--- config.mk ---
export PLATFORM = sky130hd
export DESIGN_NAME = busSizer
export DESIGN_NICKNAME = d
export VERILOG_FILES = /design/src/rtl/busSizerPkg.sv /design/src/rtl/busSizerCtl.sv /design/src/rtl/busSizerDp.sv /design/src/rtl/busSizer.sv
export SDC_FILE = /design/constraint.sdc
export NUM_CORES = 1
export LEC_CHECK = 0
export CAP_MARGIN = 30
export CORE_MARGIN = 1
export CORE_UTILIZATION = 40
export CTS_CLUSTER_DIAMETER = 60
export DETAILED_ROUTE_END_ITERATION = 6
export PLACE_DENSITY = 0.77
export REMOVE_ABC_BUFFERS = 1
export SLEW_MARGIN = 20
export SYNTH_ARGS = -nofsm -noshare
export SYNTH_HDL_FRONTEND = slang
export SYNTH_HIERARCHICAL = 1
export SYNTH_SLANG_ARGS = --single-unit
export TNS_END_PERCENT = 1
--- constraint.sdc ---
create_clock -name clk -period 2.03 [get_ports clk]
set_input_delay 0.609 -clock clk [delete_from_list [all_inputs] [get_ports clk]]
set_output_delay 0.609 -clock clk [all_outputs]
set_load 0.02 [all_outputs]
--- src/rtl/busSizerPkg.sv ---
package busSizerPkg;

  typedef enum logic [2:0] {
    ST_IDLE,
    ST_DECODE,
    ST_ADDR,
    ST_CMD,
    ST_DONE
  } cycState_t;

  // strobes from control to datapath
  typedef struct packed {
    logic loadReq;   // capture a new host request
    logic second;    // second half of a split access
    logic wide;      // current access is one 16-bit transfer
    logic busy;      // address phase or command phase
    logic strobeOn;  // command strobe active
    logic capWide;   // capture full read word
    logic capLo;     // capture low byte of a split read
    logic capHi;     // capture high byte of a split read
  } ctl_t;

endpackage

--- src/rtl/busSizerCtl.sv ---
module busSizerCtl
  import busSizerPkg::*;
#(
  parameter int WS16 = 4,
  parameter int WS8  = 6,
  parameter int CNT_W = 3
) (
  input  logic clk,
  input  logic rstN,
  input  logic hostReq,
  input  logic card16N,
  input  logic zeroWsN,
  input  logic reqOdd,
  output ctl_t ctl,
  output logic hostAck,
  output logic busWide
);

  cycState_t state;
  logic [CNT_W-1:0] waitCnt;
  logic second;
  logic wide;
  logic endNow;

  assign endNow = (state == ST_CMD) && (!zeroWsN || (waitCnt == CNT_W'(1)));

  always_ff @(posedge clk or negedge rstN) begin
    if (!rstN) begin
      state   <= ST_IDLE;
      waitCnt <= '0;
      second  <= 1'b0;
      wide    <= 1'b0;
    end else begin
      case (state)
        ST_IDLE: begin
          if (hostReq) begin
            state  <= ST_DECODE;
            second <= 1'b0;
          end
        end
        ST_DECODE: begin
          wide  <= !card16N && !reqOdd;
          state <= ST_ADDR;
        end
        ST_ADDR: begin
          waitCnt <= wide ? CNT_W'(WS16) : CNT_W'(WS8);
          state   <= ST_CMD;
        end
        ST_CMD: begin
          if (endNow) begin
            if (wide || second) begin
              state <= ST_DONE;
            end else begin
              second <= 1'b1;
              state  <= ST_ADDR;
            end
          end else begin
            waitCnt <= waitCnt - CNT_W'(1);
          end
        end
        ST_DONE: begin
          state <= ST_IDLE;
          wide  <= 1'b0;
        end
        default: state <= ST_IDLE;
      endcase
    end
  end

  always_comb begin
    ctl          = '0;
    ctl.loadReq  = (state == ST_IDLE) && hostReq;
    ctl.second   = second;
    ctl.wide     = wide;
    ctl.busy     = (state == ST_ADDR) || (state == ST_CMD);
    ctl.strobeOn = (state == ST_CMD);
    ctl.capWide  = endNow && wide;
    ctl.capLo    = endNow && !wide && !second;
    ctl.capHi    = endNow && !wide && second;
  end

  assign hostAck = (state == ST_DONE);
  assign busWide = wide && ctl.busy;

endmodule

--- src/rtl/busSizerDp.sv ---
module busSizerDp
  import busSizerPkg::*;
#(
  parameter int ADDR_W = 24,
  parameter int LA_W   = 7,
  parameter int DATA_W = 16
) (
  input  logic              clk,
  input  logic              rstN,
  input  ctl_t              ctl,
  input  logic              hostWrite,
  input  logic              hostIsIo,
  input  logic [ADDR_W-1:0] hostAddr,
  input  logic [DATA_W-1:0] hostWdata,
  input  logic [DATA_W-1:0] busDin,
  output logic [DATA_W-1:0] hostRdata,
  output logic [LA_W-1:0]   busLa,
  output logic [ADDR_W-1:0] busAddr,
  output logic [DATA_W-1:0] busDout,
  output logic              busDoutEn,
  output logic              reqOdd,
  output logic [3:0]        strobeN
);

  localparam int BYTE_W = DATA_W / 2;

  logic [ADDR_W-1:0] reqAddr;
  logic [DATA_W-1:0] reqWdata;
  logic [DATA_W-1:0] rdata;
  logic              reqWrite;
  logic              reqIo;
  logic [BYTE_W-1:0] byteOut;
  logic [3:0]        kindHit;

  always_ff @(posedge clk or negedge rstN) begin
    if (!rstN) begin
      reqAddr  <= '0;
      reqWdata <= '0;
      reqWrite <= 1'b0;
      reqIo    <= 1'b0;
      rdata    <= '0;
    end else begin
      if (ctl.loadReq) begin
        reqAddr  <= hostAddr;
        reqWdata <= hostWdata;
        reqWrite <= hostWrite;
        reqIo    <= hostIsIo;
      end
      if (ctl.capWide) rdata <= busDin;
      if (ctl.capLo)   rdata[BYTE_W-1:0] <= busDin[BYTE_W-1:0];
      if (ctl.capHi)   rdata[DATA_W-1:BYTE_W] <= busDin[BYTE_W-1:0];
    end
  end

  assign busLa     = reqAddr[ADDR_W-1 -: LA_W];
  assign busAddr   = reqAddr + ADDR_W'(ctl.second);
  assign reqOdd    = reqAddr[0];
  assign hostRdata = rdata;
  assign byteOut   = ctl.second ? reqWdata[DATA_W-1:BYTE_W] : reqWdata[BYTE_W-1:0];
  assign busDout   = ctl.wide ? reqWdata : {{BYTE_W{1'b0}}, byteOut};
  assign busDoutEn = reqWrite && ctl.busy;

  // strobe index: {io, write} -> 0 memRd, 1 memWr, 2 ioRd, 3 ioWr
  for (genvar k = 0; k < 4; k++) begin : g_strobe
    assign kindHit[k] = ({reqIo, reqWrite} == 2'(k));
    assign strobeN[k] = !(ctl.strobeOn && kindHit[k]);
  end

endmodule

--- src/rtl/busSizer.sv ---
module busSizer
  import busSizerPkg::*;
#(
  parameter int ADDR_W = 24,
  parameter int LA_W   = 7,
  parameter int DATA_W = 16,
  parameter int WS16   = 4,
  parameter int WS8    = 6
) (
  input  logic              clk,
  input  logic              rstN,
  input  logic              hostReq,
  input  logic              hostWrite,
  input  logic              hostIsIo,
  input  logic [ADDR_W-1:0] hostAddr,
  input  logic [DATA_W-1:0] hostWdata,
  output logic              hostAck,
  output logic [DATA_W-1:0] hostRdata,
  output logic [LA_W-1:0]   busLa,
  output logic [ADDR_W-1:0] busAddr,
  output logic [DATA_W-1:0] busDout,
  input  logic [DATA_W-1:0] busDin,
  output logic              busDoutEn,
  output logic              busWide,
  output logic              memRdN,
  output logic              memWrN,
  output logic              ioRdN,
  output logic              ioWrN,
  input  logic              card16N,
  input  logic              zeroWsN
);

  localparam int WS_MAX = (WS16 > WS8) ? WS16 : WS8;
  localparam int CNT_W  = $clog2(WS_MAX + 1);

  ctl_t       ctl;
  logic       reqOdd;
  logic [3:0] strobeN;

  busSizerCtl #(.WS16(WS16), .WS8(WS8), .CNT_W(CNT_W)) u_ctl (
    .clk(clk), .rstN(rstN), .hostReq(hostReq), .card16N(card16N),
    .zeroWsN(zeroWsN), .reqOdd(reqOdd), .ctl(ctl), .hostAck(hostAck),
    .busWide(busWide)
  );

  busSizerDp #(.ADDR_W(ADDR_W), .LA_W(LA_W), .DATA_W(DATA_W)) u_dp (
    .clk(clk), .rstN(rstN), .ctl(ctl), .hostWrite(hostWrite),
    .hostIsIo(hostIsIo), .hostAddr(hostAddr), .hostWdata(hostWdata),
    .busDin(busDin), .hostRdata(hostRdata), .busLa(busLa),
    .busAddr(busAddr), .busDout(busDout), .busDoutEn(busDoutEn),
    .reqOdd(reqOdd), .strobeN(strobeN)
  );

  assign memRdN = strobeN[0];
  assign memWrN = strobeN[1];
  assign ioRdN  = strobeN[2];
  assign ioWrN  = strobeN[3];

endmodule

# Word-level counts from Yosys, hierarchy flattened
# Cells that the tools add are included.
word_totals:
  ff_bits: 66
  inputBits: 63
  out_inout_bits: 70
  wordCells: 76
op_classes:
  add_sub_neg: 2
  n_eq_ne: 12
  n_mux: 17
  reduce_logical: 35
op_table:
  columns: ["operator", "n"]
  rows:
  - ["2-to-1 mux 16 bit", 2]
  - ["adder 24 x 1 -> 24 bit", 1]
  - ["2-to-1 mux 8 bit", 3]
  - ["logical AND 1 bit", 13]
  - ["2-to-1 mux 3 bit", 4]
  - ["case mux 3 bit (4 select lines)", 1]
  - ["nonzero test 2 bit", 5]
  - ["logical NOT 1 bit", 9]
  - ["!= test 2 bit, second input constant", 4]
  - ["equality test 3 x 1 -> 1 bit, second input constant", 2]
  - ["equality test 3 x 2 -> 1 bit, second input constant", 2]
  - ["case mux 3 bit (2 select lines)", 1]
  - ["equality test 2 bit, second input constant", 2]
  - ["case mux 1 bit (2 select lines)", 2]
  - ["AND reduction 2 bit", 2]
  - ["AND reduction 4 bit", 1]
  - ["equality test 3 bit, second input constant", 1]
  - ["logical NOT 3 bit", 1]
  - ["logical OR 1 bit", 3]
  - ["2-to-1 mux 1 bit", 3]
  - ["subtractor 3 x 1 -> 3 bit, second input constant", 1]
  - ["equality test 2 x 1 -> 1 bit, second input constant", 1]
  - ["logical NOT 2 bit", 1]
  - ["2-to-1 mux 2 bit", 1]

# Logic depth before layout (Yosys ltp)
# Gate-level depths: netlist (run 1).
logic_depth:
  ltp_word: 6
  ltp_mapped: 8
  ltp_nobuf: 7

# Hierarchy
# The synthesis (run 1) kept the hierarchy.
modules_own_cells:
  columns: ["module", "instances", "cells_per_inst", "area_per_inst_um2", "seq_area_each_um2"]
  rows:
  - ["busSizerDp", 1, 234, 2895.3, 1451.4]
  - ["busSizerCtl", 1, 53, 521.8, 200.2]

# Worst setup path after synthesis (run 1)
# OpenSTA, ideal clock, no wires.
synth_path:
  path_type: "register -> output"
  from: "register u_ctl.second"
  to: "output busAddr[14]"
  t_arrival_ns: 1.797
  t_required_ns: 1.421
  setup_slack_ns: -0.376
  stages_incl_launch_ff: 8
  n_path_buf: 1
  cell_sequence: "dfrtp_1 > buf_4 > ha_1 > ha_1 > nand4_1 > nor3_1 > nand3_1 > xnor2_1"
synth_via:
  elab_chain_len: 1
synth_lines:
  columns: ["item", "line", "source"]
  rows:
  - ["from (decl)", "busSizerCtl.sv:21", "logic second;"]
  - ["from (signal assigned)", "busSizerCtl.sv:31", "second <= 1'b0;"]
  - ["from (signal assigned)", "busSizerCtl.sv:38", "second <= 1'b0;"]
  - ["from (signal assigned)", "busSizerCtl.sv:54", "second <= 1'b1;"]
  - ["adder 24 x 1 -> 24 bit", "busSizerDp.sv:56", "assign busAddr = reqAddr + ADDR_W'(ctl.second);"]
  - ["to (decl)", "busSizer.sv:20", "output logic [ADDR_W-1:0] busAddr,"]
# Every way passes these cells.

# Final worst setup path (run 1)
layout_path:
  from: "register u_dp.reqAddr[0]"
  to: "output busAddr[23]"
layout_via:
  elab_chain_len: 1
layout_lines:
  columns: ["item", "line", "source"]
  rows:
  - ["from (decl)", "busSizerDp.sv:27", "logic [ADDR_W-1:0] reqAddr;"]
  - ["from (signal assigned)", "busSizerDp.sv:44", "reqAddr <= hostAddr;"]
  - ["adder 24 x 1 -> 24 bit", "busSizerDp.sv:56", null]
# Every way passes these cells.

==> results of run 1 <==
worst min path at each step:
| stage | to | cells after the start | slack [ns] |
|---|---|---|---|
| 2_1_floorplan | u_ctl/second$_DFFE_PN0P_ | 0 | 0.31 |
| 3_3_place_gp | u_ctl/waitCnt[2]$_DFFE_PN0P_ | 1 | 0.46 |
| 3_5_place_dp | u_ctl/waitCnt[2]$_DFFE_PN0P_ | 1 | 0.47 |
| 4_1_cts | u_dp/hostRdata[0]$_DFFE_PN0P_ | 2 | 0.29 |
| 6_report | u_dp/hostRdata[8]$_DFFE_PN0P_ | 2 | 0.28 |
| 5_1_grt | u_dp/hostRdata[0]$_DFFE_PN0P_ | 2 | 0.31 |
layer usage:
layer,track usage,up-vias
met1,0.247,1397
met4,0.0744,0
met2,0.358,106
met3,0.0499,10
li1,-,1361
met5,0,-
final cells by class:
type	instances	area [um^2]
Timing Repair Buffer	195	1730
Fill cell	661	2820
Sequential cell	66	1650
Multi-Input combinational cell	194	1700
Clock buffer	10	138
Clock inverter	5	55.1
Tap cell	105	131
Inverter	7	28.8
state kept, by name (all words and copies together), names as in the netlist, 3 cells and up:
register	count
u_dp/hostRdata	16
u_ctl/state	3
u_ctl/waitCnt	3
u_dp/reqAddr	24
u_dp/reqWdata	16
power by group:
| part | switching [uW] | internal, uW | total [uW] |
|---|---|---|---|
| Sequential | 459 | 1990 | 2450 |
| Clock | 498 | 589 | 1090 |
| Combinational | 2450 | 2580 | 5030 |
stage by stage:
| stage | instances | setup slack [ns] | setup TNS [ns] | power, uW | utilization |
|---|---|---|---|---|---|
| 2_1_floorplan | 267 | -3.72 | -162.45 | 5110 | - |
| 3_3_place_gp | 556 | -0.621 | -20.01 | 7620 | 0.632 |
| 3_5_place_dp | 556 | -0.701 | -24.08 | 7750 | 0.632 |
| 4_1_cts | 579 | -0.808 | -14.38 | 8530 | 0.652 |
| 5_1_grt | 582 | -0.866 | -16.32 | 9080 | 0.658 |
| 6_report | 582 | -0.725 | -13.22 | 8560 | 0.658 |
logic make-up (layout without fill, tap and decap cells):
family                     count (synthesis)  in the layout  share of synthesized area
and+or+nand+nor                           81             81                      0.144
muxes                                     69             69                      0.224
DFF                                       66             66                      0.483
buffers and inverters                     27            217                     0.0436
xor gates and xnor gates                  22             22                     0.0564
AOI/OAI and AO/OA                         17             17                     0.0300
adders and majority gates                  5              5                     0.0183
cell usage in the layout, fill, tap and decap left out, types with 2 or more instances in the layout:
cell,Yosys,layout
buf_4,10,75
nor2_4,0,2
nand3b_1,2,2
clkbuf_2,0,6
xor2_1,6,6
o21ai_0,10,10
a21oi_1,2,2
inv_1,6,6
clkinv_2,0,2
nand3_2,0,3
dfrtp_1,66,66
mux2i_1,11,11
nor2_1,9,6
nor4_4,2,2
ha_2,0,2
buf_2,6,14
mux2_2,57,57
clkbuf_8,0,10
o31ai_1,2,2
xnor2_1,16,16
nand4_1,4,4
clkdlybuf4s15_1,0,5
nor3_1,4,2
nand3_1,15,12
nor2_2,1,2
and2_1,12,12
clkdlybuf4s50_1,0,78
dlymetal6s2s_1,0,3
ha_1,5,2
and3_1,7,7
dlygate4sd2_1,0,3
buf_6,0,5
clkinvlp_4,0,2
buf_12,0,6
nand2_1,16,15
timing repair:
| action | in CTS | in global routing |
|---|---|---|
| hold buffers | 0 | 0 |
| setup buffers | 8 | 3 |
| pin swaps | 10 | 10 |
| resized for setup | 172 | 60 |
| endpoints found under the setup margin | 50 | 45 |
==> metrics.txt, run 1 <==
HPWL after DPL=6310 um; drt total wl=8980 um; IO Port Bufs=132; most frequent CP cell=buf_4; initial antenna violation count=0; Worst Setup Start Kind=flop; path depth of the worst reg2reg path=7; CTS H-tree depth=3; status=finished, violations left; layout cell share with drive strength beyond 1=0.426; critical path depth=8; CP top delay family=simple AND/OR/NAND/NOR gates; first-pass GRT wire length=14,100 um; vias in the first global route=3,046; crit-path cells=ha_2 > nand4_1 > nor4_4 > buf_4 > buf_6 > nand3_2 > xnor2_1 > buf_4; final setup skew=0.0140 ns; row count=33; wire per inst=15.4 um; Vias=2,874; worst reg-to-reg setup slack=0.18 ns; Synth-to-Final Area Change=59.1%; top cells by count, synth=dfrtp_1, mux2_2, nand2_1, xnor2_1, nand3_1; RSZ-0062 raised after global routing=true; GRT Residual Overflow=0; min setup slack post-route=-0.725 ns; Max Used Layer=met4; slew margin rel.=0.753; crit path from=u_dp/reqAddr[0]$_DFFE_PN0P_; CTS root buffer=clkbuf_8; final setup vio count=31; Worst Tran Pin Value=0.369 ns; failing checks=negative setup slack; die area=8920 um^2; CTS Buffer Depth=2; Worst R2R Start=u_ctl/waitCnt[0]$_DFFE_PN0P_; final antenna-violating net count=0; minimum clock period=2.76 ns; cell area after layout=5440 um^2; DRT Pass-1 Iters=4; CTS tree=built; share of the synthesized area in the top cell type=0.483; MaxCap Viol Count=0; power per cell area=1580 nW/um^2; met2 wire length=4620 um; Initial Util=0.414; Top Ports=133; Die Y=94.4 um; FMAX=0.363 GHz; synth unique cells=37; slowest CP cell=dfrtp_1; synth top area cells=dfrtp_1, mux2_2, xnor2_1, mux2i_1, and2_1; Leak=0.00243 uW; Total Routing Usage GR=0.206; Yosys reg bits=66; EDFF count, synth=0; Yosys warning count=6; final hold violation count=0; Seq/Total Area, Yosys=0.483; critical path capture point type=output port; clock latency on the worst-skew pair=0.34 ns; Buf/Inv on CP=3; top-count cell post-synth=dfrtp_1; met3 WL=623 um; Async SR Flop Fraction=1.00; cell count after synthesis=287; Reg-to-Reg End=u_dp/hostRdata[6]$_DFFE_PN0P_; antenna cells=0; Die Width=94.4 um; drt drc=0; CP endpoint=busAddr[23]; hold slack=0.283 ns; largest net degree at the start of global routing=67; slowest stage delay, CP=0.39 ns; final net count=541; Cell Area, Synth=3420 um^2; fin crit share=1.36; Worst EP arrival=2.15 ns; Req. time, crit path=1.42 ns; Final Slew Violations=0; Setup Crit Path Kind=reg2out; Main synth FF type=dfrtp_1; maximum vdd drop=852 uV; critical path fanouts, max=3; Synth Area per Inst=11.9 um^2; Initial DRC Count=94; Num CTS Buffers=9; core area=8260 um^2; HP Class=in2async; met1 wire length=3640 um; GP Congestion=0.809; DR vias/cell=4.94; Yosys top cell by area=dfrtp_1; clock sink total=66; Worst-path clk slew=0.08 ns; Post-Place Cell Area=5220 um^2
Note: power is estimated with default switching activity, not from simulation.
==> run 2: changes to the inputs <==
CORE_MARGIN = 10   (was 1)
SYNTH_HIERARCHICAL = default   (was 1)
==> run 2 against run 1 <==
- the flow still finishes with violations (negative setup slack)
- flip-flop and latch count unchanged
- fmax up 7.0%
- non-clock buffer count down 6
- synthesized area unchanged
- largest cell class is now multi-input combinational cells
- largest power group unchanged
- via count down 1.2%
- critical endpoint is now busAddr[14]
- sequential power down 2%
- routed wire length up 11%
- utilization up 0.61 points
- global-route usage down 5.2 points
==> metrics.txt, run 2 <==
EDFF count, synth=0; Yosys warning count=0; CTS H-tree depth=3; Worst-path clk slew=0.08 ns; most frequent cells in the layout=clkdlybuf4s50_1, buf_4, dfrtp_1; final setup vio count=30; Total Routing Usage GR=0.154; slew margin rel.=0.760; RSZ-0062 raised after global routing=true; Initial DRC Count=108; commonest non-fill, non-tap cell in the layout=clkdlybuf4s50_1; share of the synthesized area in the top cell type=0.483; die area=12,600 um^2; Yosys top cell by area=dfrtp_1; Cell Area, Synth=3420 um^2; HPWL after DPL=7760 um; failing checks=negative setup slack; Top Ports=133; IO Port Bufs=132; HP Class=in2async; CTS Buffer Depth=2; final antenna-violating net count=0; area occupied by multi-input gates=1760 um^2; DR vias/cell=4.89; vias in the first global route=3,112; synth top area cells=dfrtp_1, mux2_2, nor2_1, xnor2_1, xor2_1; Fin Setup TNS=-10.16 ns; fin crit share=1.27; Worst EP arrival=1.97 ns; clock latency on the worst-skew pair=0.34 ns; Final Slew Violations=0; final setup skew=0.00900 ns; Worst Tran Pin Value=0.359 ns; Yosys reg bits=66; CTS root buffer=clkbuf_8; top cells by count, synth=dfrtp_1, mux2_2, nor2_1; initial antenna violation count=0; Setup WS pre-CTS=-0.848 ns; min setup slack post-route=-0.545 ns; Worst Setup Start Kind=flop; top-count cell post-synth=dfrtp_1; cell area after layout=5490 um^2; Num CTS Buffers=9; layout cell share with drive strength beyond 1=0.412; Post-Place Cell Area=5220 um^2; Die Width=112 um; critical path fanouts, max=5; drt drc=0; final hold violation count=0; Seq/Total Area, Yosys=0.483; largest net degree at the start of global routing=67; MaxCap Viol Count=0; first-pass GRT wire length=15,900 um; hold slack=0.275 ns; Vias=2,839; status=finished, violations left; clock sink total=66; Main synth FF type=dfrtp_1; GRT Residual Overflow=0; cts hold-fix bufs=0; minimum clock period=2.57 ns; Async SR Flop Fraction=1.00; cell count after synthesis=292; Setup Crit Path Kind=reg2out; core area=8260 um^2; final net count=538; Largest register FFs=24; Req. time, crit path=1.42 ns; Leak=0.00244 uW; sequential cell area=1650 um^2; Synth-to-Final Area Change=60.6%; Die Y=112 um; synth unique cells=42; non-filler cells, final=581; FMAX=0.388 GHz; Initial Util=0.414; Synth Area per Inst=11.7 um^2; DRT Pass-1 Iters=4; placed cell count=564; maximum vdd drop=836 uV; critical path capture point type=output port; fillcell total=661; row count=33; antenna cells=0; GP Congestion=0.876; wire per inst=17.1 um; CTS tree=built; drt total wl=9940 um; power per cell area=1650 nW/um^2; Most flops, register=u_dp.reqAddr
run 2: cell count changes in the layout (fill, tap and decap cells not counted), moves of 8 or more:
cell / before / now
nor2_1: 6 / 20
a21oi_1: 2 / 12
dlygate4sd2_1: 3 / 11
nand3_1: 12 / 4
o21ai_0: 10 / 2
xnor2_1: 16 / 8
run 2: final timing paths:
path / start / end / slack [ns] / cells after the start
setup / recovery: u_ctl.second$_DFFE_PN0P_ / busAddr[14] / -0.54 / 8
hold / removal: rstN / u_dp.hostRdata[4]$_DFFE_PN0P_ / 0.27 / 2
setup reg to reg: u_ctl.second$_DFFE_PN0P_ / u_dp.hostRdata[2]$_DFFE_PN0P_ / 0.15 / 8
max in group asynchronous: rstN / u_dp.reqAddr[19]$_DFFE_PN0P_ / 1.47 / 2
min in group clk: u_ctl.waitCnt[1]$_DFFE_PN0P_ / u_ctl.waitCnt[1]$_DFFE_PN0P_ / 0.50 / 1
hold reg to reg: u_ctl.waitCnt[1]$_DFFE_PN0P_ / u_ctl.waitCnt[1]$_DFFE_PN0P_ / 0.50 / 1
run 2: layout make-up:
type	instances	area share
clock inverters	7	0.0144
flip-flops and latches	66	0.301
clock buffers	9	0.0226
well taps	105	0.0239
multi-input cells	199	0.320
repair buffers	189	0.314
inverters	6	0.00410
run 2: kinds of logic after synthesis:
logic type,count (synthesis),synth area share
AO/OA/AOI/OAI,24,0.0461
multiplexers,64,0.208
AND/OR/NAND/NOR,85,0.141
flip-flops,66,0.483
adder cells (fa/ha/maj),4,0.0146
buffers and inverters,27,0.0505
XOR/XNOR,22,0.0564
run 2: where the power goes:
part           total (uW)  internal, uW  switching, uW
sequential           2410          1980            433
clock                1130           575            551
combinational        5490          2820           2670
total                9030          5370           3660
run 2: critical path, cell delays in order, from the launching register on:
cell and delay, ns:
dfrtp_1 0.40, ha_4 0.17, ha_4 0.14, nand3_2 0.08, or2_4 0.29, buf_6 0.16, nor2_4 0.08, xor2_1 0.15
buf_4 0.17
run 2: routing by layer:
layer  vias up  GRT usage  part of all wire
li1       1372          -                 -
met1      1349      0.172              0.40
met2       110      0.252              0.48
met3         8     0.0788              0.11
met4         0     0.0482             0.011
met5         -          0                 0
run 2: stage by stage:
step                      power, uW   util
after global routing           9610  0.665
final                          9030  0.665
after floorplan                5150      -
after global placement         7920  0.632
after CTS                      9070  0.661
after detailed placement       8060  0.632
run 2: repair_timing:
item,4_1_cts,5_1_grt
buffers inserted,1,0
pin swaps,19,1
resized for setup,227,10
setup endpoints to repair,51,40
==> run 3: changes to the inputs <==
CORE_ASPECT_RATIO = 1.4   (was default)
==> run 3 against run 2 <==
- the flow still finishes with violations (negative setup slack)
- hold slack gained 0.022 ns
- clock power grew 27%
- largest cell class is now non-clock buffers
- sequential share of layout area shrank 0.40 points
- die area up 0.42%
- clock skew fell by 0.0060 ns
- first-iteration DRC count is 43% lower
- utilization rose by 1.0 points
- critical path depth shrank 1
- combinational power grew 1%
- highest routed layer unchanged
- largest power group unchanged
==> metrics.txt, run 3 (same netlist as run 2, synthesis figures left out) <==
drt total wl=9920 um; drt drc=0; most frequent CP cell=ha_4; fillcell total=637; Req. time, crit path=1.42 ns; maximum vdd drop=818 uV; Worst-path clk slew=0.05 ns; slowest CP cell=dfrtp_1; Setup Crit Path Kind=reg2out; crit-path cells=ha_4 > ha_4 > nand3_4 > or2_4 > nor3b_2 > xor2_1 > buf_4; Worst Setup Start Kind=flop; initial antenna violation count=0; status=finished, violations left; row count=39; layout cell share with drive strength beyond 1=0.402; CTS tree=built; clock latency on the worst-skew pair=0.32 ns; Largest register FFs=24; clock sink total=66; final setup vio count=30; die area=12,700 um^2; Initial Util=0.414; GRT Residual Overflow=0; final hold violation count=0; critical path capture point type=output port; Leak=0.00250 uW; CTS root buffer=clkbuf_16; CTS Buffer Depth=2; slowest stage delay, CP=0.40 ns; Total Power=9420 uW; final net count=540; Die Y=129 um; Die Width=98.1 um; worst reg-to-reg setup slack=0.16 ns; hold slack=0.297 ns; final setup skew=0.00298 ns; DR vias/cell=4.97; MaxCap Viol Count=0; placed cell count=563; Worst Tran Pin Value=0.359 ns; CTS H-tree depth=3; power per cell area=1690 nW/um^2; fin crit share=1.25; min setup slack post-route=-0.498 ns; Worst EP arrival=1.92 ns; Total Routing Usage GR=0.152; Final Slew Violations=0; largest net degree at the start of global routing=67; failing checks=negative setup slack; GP Congestion=0.862; Initial DRC Count=62; vias in the first global route=3,235; slew margin rel.=0.761; Fin Setup TNS=-9.04 ns; final antenna-violating net count=0; wire per inst=17.1 um; IO Port Bufs=132; most frequent cells in the layout=clkdlybuf4s50_1, buf_4, dfrtp_1; non-filler cells, final=580; DRT Pass-1 Iters=4; Synth-to-Final Area Change=62.9%; HPWL after DPL=7910 um; HP Class=in2async; Top Ports=133; RSZ-0062 raised after global routing=true; minimum clock period=2.53 ns; Vias=2,885; FMAX=0.396 GHz; core area=8250 um^2; Num CTS Buffers=9; first-pass GRT wire length=15,800 um; critical path fanouts, max=8; Most flops, register=u_dp.reqAddr; antenna cells=0; commonest non-fill, non-tap cell in the layout=clkdlybuf4s50_1
==> run 3: changes by cell type in the layout (fill, tap and decap cells not counted), moves of 3 or more <==
| cell | change |
|---|---|
| clkbuf_8 | -6 |
| buf_4 | +7 |
| mux2_2 | +3 |
| clkbuf_16 | +9 |
| buf_2 | -5 |
| nor2_4 | -4 |
| clkinvlp_4 | -3 |
| nor2_1 | +5 |
| mux2_4 | -3 |
==> run 3: cell type report <==
cell class	count	area, um^2	area share
clock buffers	14	274	0.0492
clock inverters	2	10.0	0.00180
inverters	6	22.5	0.00405
multi-input cells	199	1730	0.311
flip-flops and latches	66	1650	0.297
well taps	102	128	0.0229
repair buffers	191	1750	0.314
==> run 3: per-layer routing <==
metal / global-route usage / up-vias / share of wire
met5: 0 / - / 0
met1: 0.149 / 1396 / 0.35
met4: 0.0566 / 0 / 0.013
met3: 0.0564 / 14 / 0.089
li1: - / 1373 / -
met2: 0.285 / 102 / 0.54
==> run 3: report_power, final <==
group / total [uW] / internal, uW / switching [uW] / leakage [uW]
clock: 1430 / 922 / 511 / 0.000143
combinational: 5550 / 2880 / 2670 / 0.00159
sequential: 2440 / 1990 / 447 / 0.000774
==> run 3: what timing repair did <==
item,in CTS,in global routing
pin swaps,12,3
buffers inserted,1,0
resized for setup,209,20
endpoints found under the setup margin,49,38
hold buffers,0,0
==> run 3: worst paths after layout <==
check	start	endpoint	depth (start not counted)
setup / recovery	u_ctl.second$_DFFE_PN0P_	busAddr[20]	7
hold / removal	rstN	u_dp.reqAddr[23]$_DFFE_PN0P_	2
setup reg to reg	u_ctl.state[1]$_DFFE_PN0P_	u_dp.reqWdata[4]$_DFFE_PN0P_	6
hold reg to reg	u_ctl.waitCnt[1]$_DFFE_PN0P_	u_ctl.waitCnt[1]$_DFFE_PN0P_	1
max in group asynchronous	rstN	u_ctl.state[1]$_DFFE_PN0P_	2
min in group clk	u_ctl.waitCnt[1]$_DFFE_PN0P_	u_ctl.waitCnt[1]$_DFFE_PN0P_	1
==> run 3: worst max-delay path: cells and delay by family (launching register included) <==
kind | cells | cell delay (ns)
fa+ha+maj | 2 | 0.31
flops | 1 | 0.40
simple gates | 3 | 0.56
xor+xnor | 1 | 0.17
buf+inv | 1 | 0.16
==> run 3: per-stage QoR <==
step	setup WS, ns	instance area [um^2]	util
finish	-0.498	5570	0.675
global placement	-0.779	5240	0.635
global route	-0.595	5570	0.675
floorplan	-3.69	3270	-
CTS	-0.553	5530	0.671
detailed placement	-0.927	5240	0.635
